File: src/rtl/pllwin_pkg.sv
package pllwin_pkg;
   localparam int unsigned CTRL_W   = 32;
   localparam int unsigned DATA_W   = 8;
   localparam int unsigned IDX_W    = 6;
   localparam int unsigned IDX_LSB  = 10;
   localparam int unsigned WE_BIT   = 9;
   localparam int unsigned DATA_LSB = 16;
   localparam int unsigned NUM_REGS = 4;
   typedef logic [IDX_W-1:0]  idx_t;
   typedef logic [DATA_W-1:0] byte_t;
endpackage

File: src/rtl/pllwin_sel.sv
module pllwin_sel
   import pllwin_pkg::*;
(
   input  logic  clk,
   input  logic  rst_n,
   input  logic  upd_i,
   input  byte_t lane_i,
   output idx_t  idx_o,
   output logic  we_o
);
   localparam int unsigned LOC_IDX = IDX_LSB - 8;
   localparam int unsigned LOC_WE  = WE_BIT - 8;

   always_ff @(posedge clk or negedge rst_n) begin
      if (!rst_n) begin
         idx_o <= '0;
         we_o  <= 1'b0;
      end else if (upd_i) begin
         idx_o <= lane_i[LOC_IDX +: IDX_W];
         we_o  <= lane_i[LOC_WE];
      end
   end

   a_r2_index_latch: assert property (@(posedge clk) disable iff (!rst_n)
      upd_i |=> (idx_o == $past(lane_i[7:2])) && (we_o == $past(lane_i[1])));
endmodule

File: src/rtl/pllwin_reg.sv
module pllwin_reg
   import pllwin_pkg::*;
#(
   parameter int unsigned WIDTH = 8,
   parameter int unsigned RST   = 1,
   parameter int unsigned IDX   = 0
)(
   input  logic  clk,
   input  logic  rst_n,
   input  logic  wr_i,
   input  logic  we_i,
   input  idx_t  idx_i,
   input  byte_t data_i,
   output byte_t val_o,
   output logic  hit_o,
   output byte_t rd_o
);
   if (WIDTH < 1 || WIDTH > DATA_W) begin : g_bad_w
      $error("pllwin_reg: WIDTH out of range");
   end
   if (IDX >= (1 << IDX_W)) begin : g_bad_idx
      $error("pllwin_reg: IDX does not fit the index field");
   end
   if ((RST >> WIDTH) != 0 || RST == 0) begin : g_bad_rst
      $error("pllwin_reg: reset value must be nonzero and fit WIDTH");
   end

   localparam logic [WIDTH-1:0] RST_V = WIDTH'(RST);
   localparam idx_t             IDX_V = IDX_W'(IDX);

   logic [WIDTH-1:0] q;

   assign hit_o = (idx_i == IDX_V);

   always_ff @(posedge clk or negedge rst_n) begin
      if (!rst_n)
         q <= RST_V;
      else if (wr_i && we_i && hit_o)
         q <= data_i[WIDTH-1:0];
   end

   assign val_o = DATA_W'(q);
   assign rd_o  = hit_o ? val_o : '0;

   a_r4_store_lands: assert property (@(posedge clk) disable iff (!rst_n)
      (wr_i && we_i && hit_o) |=> (q == $past(data_i[WIDTH-1:0])));
   a_r3_we_clear_holds: assert property (@(posedge clk) disable iff (!rst_n)
      (wr_i && !we_i) |=> $stable(q));
   a_r7_other_index_holds: assert property (@(posedge clk) disable iff (!rst_n)
      (wr_i && !hit_o) |=> $stable(q));
endmodule

File: src/rtl/pllwin_top.sv
module pllwin_top
   import pllwin_pkg::*;
#(
   parameter int unsigned REF_IDX   = 2,
   parameter int unsigned MFB_IDX   = 4,
   parameter int unsigned VFB_IDX   = 5,
   parameter int unsigned VPOST_IDX = 6,
   parameter int unsigned REF_RST   = 'h21,
   parameter int unsigned MFB_RST   = 'h85,
   parameter int unsigned VFB_RST   = 'h40,
   parameter int unsigned VPOST_RST = 1,
   parameter int unsigned POST_W    = 2
)(
   input  logic              clk,
   input  logic              rst_n,
   input  logic              host_wr,
   input  logic [3:0]        host_be,
   input  logic [CTRL_W-1:0] host_wdata,
   output logic [CTRL_W-1:0] host_rdata,
   output logic [7:0]        ref_div_o,
   output logic [7:0]        mclk_fb_div_o,
   output logic [POST_W-1:0] vclk_post_log2_o,
   output logic [7:0]        vclk_fb_div_o
);
   localparam int unsigned REG_IDX [NUM_REGS] = '{REF_IDX, MFB_IDX, VFB_IDX, VPOST_IDX};
   localparam int unsigned REG_RST [NUM_REGS] = '{REF_RST, MFB_RST, VFB_RST, VPOST_RST};
   localparam int unsigned REG_W   [NUM_REGS] = '{DATA_W, DATA_W, DATA_W, POST_W};

   if (POST_W < 1 || POST_W > 3) begin : g_bad_post
      $error("pllwin_top: POST_W must be 1..3");
   end
   if (REF_IDX == MFB_IDX || REF_IDX == VFB_IDX || REF_IDX == VPOST_IDX ||
       MFB_IDX == VFB_IDX || MFB_IDX == VPOST_IDX || VFB_IDX == VPOST_IDX) begin : g_dup_idx
      $error("pllwin_top: register indices must be distinct");
   end

   idx_t  idx_q;
   logic  we_q;
   logic  data_wr;
   byte_t lane1;
   byte_t lane2;

   assign lane1   = host_wdata[15:8];
   assign lane2   = host_wdata[DATA_LSB +: DATA_W];
   assign data_wr = host_wr && host_be[2];

   pllwin_sel i_sel (
      .clk   (clk),
      .rst_n (rst_n),
      .upd_i (host_wr && host_be[1]),
      .lane_i(lane1),
      .idx_o (idx_q),
      .we_o  (we_q)
   );

   byte_t [NUM_REGS-1:0] reg_val;
   byte_t [NUM_REGS-1:0] reg_rd;
   logic  [NUM_REGS-1:0] reg_hit;

   for (genvar g = 0; g < NUM_REGS; g++) begin : g_reg
      pllwin_reg #(
         .WIDTH(REG_W[g]),
         .RST  (REG_RST[g]),
         .IDX  (REG_IDX[g])
      ) i_reg (
         .clk   (clk),
         .rst_n (rst_n),
         .wr_i  (data_wr),
         .we_i  (we_q),
         .idx_i (idx_q),
         .data_i(lane2),
         .val_o (reg_val[g]),
         .hit_o (reg_hit[g]),
         .rd_o  (reg_rd[g])
      );
   end

   byte_t rd_sel;
   always_comb begin
      rd_sel = '0;
      for (int k = 0; k < NUM_REGS; k++) rd_sel |= reg_rd[k];
   end

   assign host_rdata = {8'h00, rd_sel, idx_q, we_q, 1'b0, 8'h00};

   assign ref_div_o        = reg_val[0];
   assign mclk_fb_div_o    = reg_val[1];
   assign vclk_fb_div_o    = reg_val[2];
   assign vclk_post_log2_o = reg_val[3][POST_W-1:0];

   a_r7_unmapped_reads_zero: assert property (@(posedge clk) disable iff (!rst_n)
      (reg_hit == '0) |-> (host_rdata[23:16] == 8'h00));
   a_r7_single_hit: assert property (@(posedge clk) disable iff (!rst_n)
      $onehot0(reg_hit));
endmodule

File: config.mk
export PLATFORM = sky130hd
export DESIGN_NAME = pllwin_top
export DESIGN_NICKNAME = d
export VERILOG_FILES = /design/src/rtl/pllwin_pkg.sv /design/src/rtl/pllwin_sel.sv /design/src/rtl/pllwin_reg.sv /design/src/rtl/pllwin_top.sv
export SDC_FILE = /design/constraint.sdc
export NUM_CORES = 1
export LEC_CHECK = 0
export BUFFER_PORTS_ARGS = -buffer_cell sky130_fd_sc_hd__buf_2
export CORE_ASPECT_RATIO = 0.8
export CORE_MARGIN = 2
export CORE_UTILIZATION = 46
export CTS_CLUSTER_SIZE = 10
export DETAILED_ROUTE_END_ITERATION = 8
export GPL_ROUTABILITY_DRIVEN = 0
export MAX_ROUTING_LAYER = met4
export PLACE_DENSITY = 0.95
export SYNTH_ARGS = -nofsm -noshare
export SYNTH_HDL_FRONTEND = slang
export SYNTH_SLANG_ARGS = --single-unit
export TNS_END_PERCENT = 5
File: constraint.sdc
create_clock -name clk -period 3.85 [get_ports clk]
set_clock_uncertainty 0.1 [all_clocks]
set_input_delay 0.77 -clock clk [delete_from_list [all_inputs] [get_ports clk]]
set_output_delay 0.77 -clock clk [all_outputs]
set_load 0.01 [all_outputs]
==> metrics <==
FF-to-FF setup slack 1.41 ns; DR WL/cell 15.22 µm; number of setup violations in the final report 0; P_sw 0.2352 mW; Die Wd 70.77 µm; largest net degree at the start of global routing 34; Congestion Overflow GR 0; placed wire-length estimate 2384 µm; Via density 5.040; total negative setup slack 0 ns; Starting Density 0.4792; residual DRC count 0; root buf cell clkbuf_8; Max-Cap Viols 0; leading cell types in the layout, fill and taps excluded 60 x buf_2, 26 x dfrtp_1, 25 x mux2_2; P per Cell Area 427.8 mW/mm²; Avg Inst Size Synth 14.14 µm²; Ports 97; Post-CTS Setup Repair Bufs 0; Final Max Slew Viols 0; worst-skew pair later-pin latency 0.28 ns; Final Hold Vio Count 0; GRT Total Usage 0.1841; Layout Nets 219; top_reg_cell synth dfrtp_1; sequential-to-total area share from yosys stat 0.5088; register clock-pin slew on the reported worst setup and hold paths 0.06 ns; routed vias 1124; number of enable flip-flop cells after synthesis 0; H-tree levels 2; Core Region 0.003423 mm²; clock share of power 0.283; sequential power share 0.521; DR iter-0 viols 79; worst hold path type reg -> reg; synthesized area 0.001640 mm²; DIE AREA 0.004063 mm²; Rel. slew slack 0.5277; data required time at the worst endpoint 2.98 ns; WL final 3393 µm; crit start category register; # diodes 0; Tmin final 2.997 ns; Logic pwr share 0.195; Peak VDD IR 318.6 µV; Synth Register Bits 33; Leakage 1.113 nW; Netlist cell types 20; worst path arrival time 2.13 ns; TritonRoute pass-1 iters 4; CTS sink count 33; CP Max Fanout 9; Synth Instances 116; ys async rst share 1.000; most common cell after layout, fill and taps aside buf_2; vias in the first global route 1090; CP Class reg -> out; Filler cells 289; fraction of layout cells with a size suffix above 1 0.6243; Achievable Freq 333.7 MHz; status complete, no violations; Overall Power 0.8462 mW; clock tree buffer depth 2; PortBufs 60; CP Capture Type output port; yosys warns 0; Slew @ Worst Pin 0.7084 ns; Antenna Nets Post-Route 0; Post-CTS Hold Fix Bufs 0; initial antenna violation count 0; P&R area growth vs syn 20.60%; net switching fraction of the power 0.2779; CTS tree done; post-cts resize count 0; first-pass GRT wire length 5437 µm; Die Y 57.41 µm; num rows 19; internal power 0.6110 mW; RSZ-0062 raised after global routing no; Inserted Clock Buffers 5; period utilization 0.7785
## Yosys cell counts, types with 2 or more instances
| library cell | instances | area (µm²) |
|---|---|---|
| dfrtp_1 | 26 | 650.6 |
| inv_1 | 6 | 22.52 |
| dfstp_2 | 7 | 183.9 |
| buf_4 | 18 | 135.1 |
| mux2_2 | 25 | 281.5 |
| nand4_2 | 2 | 25.02 |
| mux2_4 | 8 | 120.1 |
| a222oi_1 | 8 | 80.08 |
| nand2_1 | 5 | 18.77 |
## cell type report
type	count	area, µm²	share of cell area
Timing Repair Buffer	60	300.3	0.1518
Clock buffer	8	80.08	0.04048
Tap cell	42	52.55	0.02657
Multi-Input combinational cell	74	688.2	0.3479
Sequential cell	33	834.6	0.4219
Inverter	6	22.52	0.01139
## metrics by stage
stage,util,setup slack (ns),hold WS (ns),instances,instance area (µm²)
floorplan,-,1.415,0.3744,132,1700
global placement,0.5545,1.158,0.4127,215,1898
detailed placement,0.5545,1.156,0.4126,215,1898
CTS,0.5779,0.8397,0.4266,223,1978
global route,0.5779,0.7432,0.4556,223,1978
finish,0.5779,0.8529,0.4284,223,1978
## metal layers
layer,vias to the layer above,part of all wire,track usage
li1,520,-,-
met1,540,0.45,0.2360
met2,62,0.46,0.2684
met3,2,0.083,0.06184
met4,0,0.0044,0.07817
met5,-,0,-
## power groups by stage
stage	sequential (mW)	clock, mW	combinational, mW
2_1_floorplan	0.461	0	0.0849
3_3_place_gp	0.443	0	0.162
3_5_place_dp	0.445	0	0.167
4_1_cts	0.441	0.248	0.167
5_1_grt	0.448	0.264	0.179
6_report	0.441	0.240	0.165
## cell families after synthesis
family,count (synthesis),share of synthesized area
AO/OA/AOI/OAI,8,0.04882
AND/OR/NAND/NOR,16,0.08696
flip-flops,33,0.5088
buffers and inverters,25,0.1083
multiplexers,33,0.2449
other,1,0.002286
## critical path, cell delays in order, from the launching register on
cell,delay [ns]
dfrtp_1,0.41
or4b_4,0.59
nor3b_4,0.47
a222oi_1,0.17
inv_1,0.08
buf_2,0.13
## path summary, 6_finish.rpt
| path | startpoint | endpoint | cells after the start |
|---|---|---|---|
| worst max register to register | i_sel.idx_o[3] | g_reg[2].i_reg.val_o[7] | 4 |
| min in group asynchronous | rst_n | g_reg[3].i_reg.q[1] | 1 |
| worst max-delay path | i_sel.idx_o[3] | host_rdata[20] | 5 |
| worst min-delay path | g_reg[1].i_reg.val_o[1] | g_reg[1].i_reg.val_o[1] | 1 |
| worst min register to register | g_reg[1].i_reg.val_o[1] | g_reg[1].i_reg.val_o[1] | 1 |
| max in group asynchronous | rst_n | g_reg[0].i_reg.val_o[7] | 1 |
## sequential cells by signal, summed over array words and instances (netlist names)
register       cells
g.i_reg.q          2
i_sel.idx_o        6
g.i_reg.val_o     24
i_sel.we_o         1
Power figures use the tool's default switching activity.
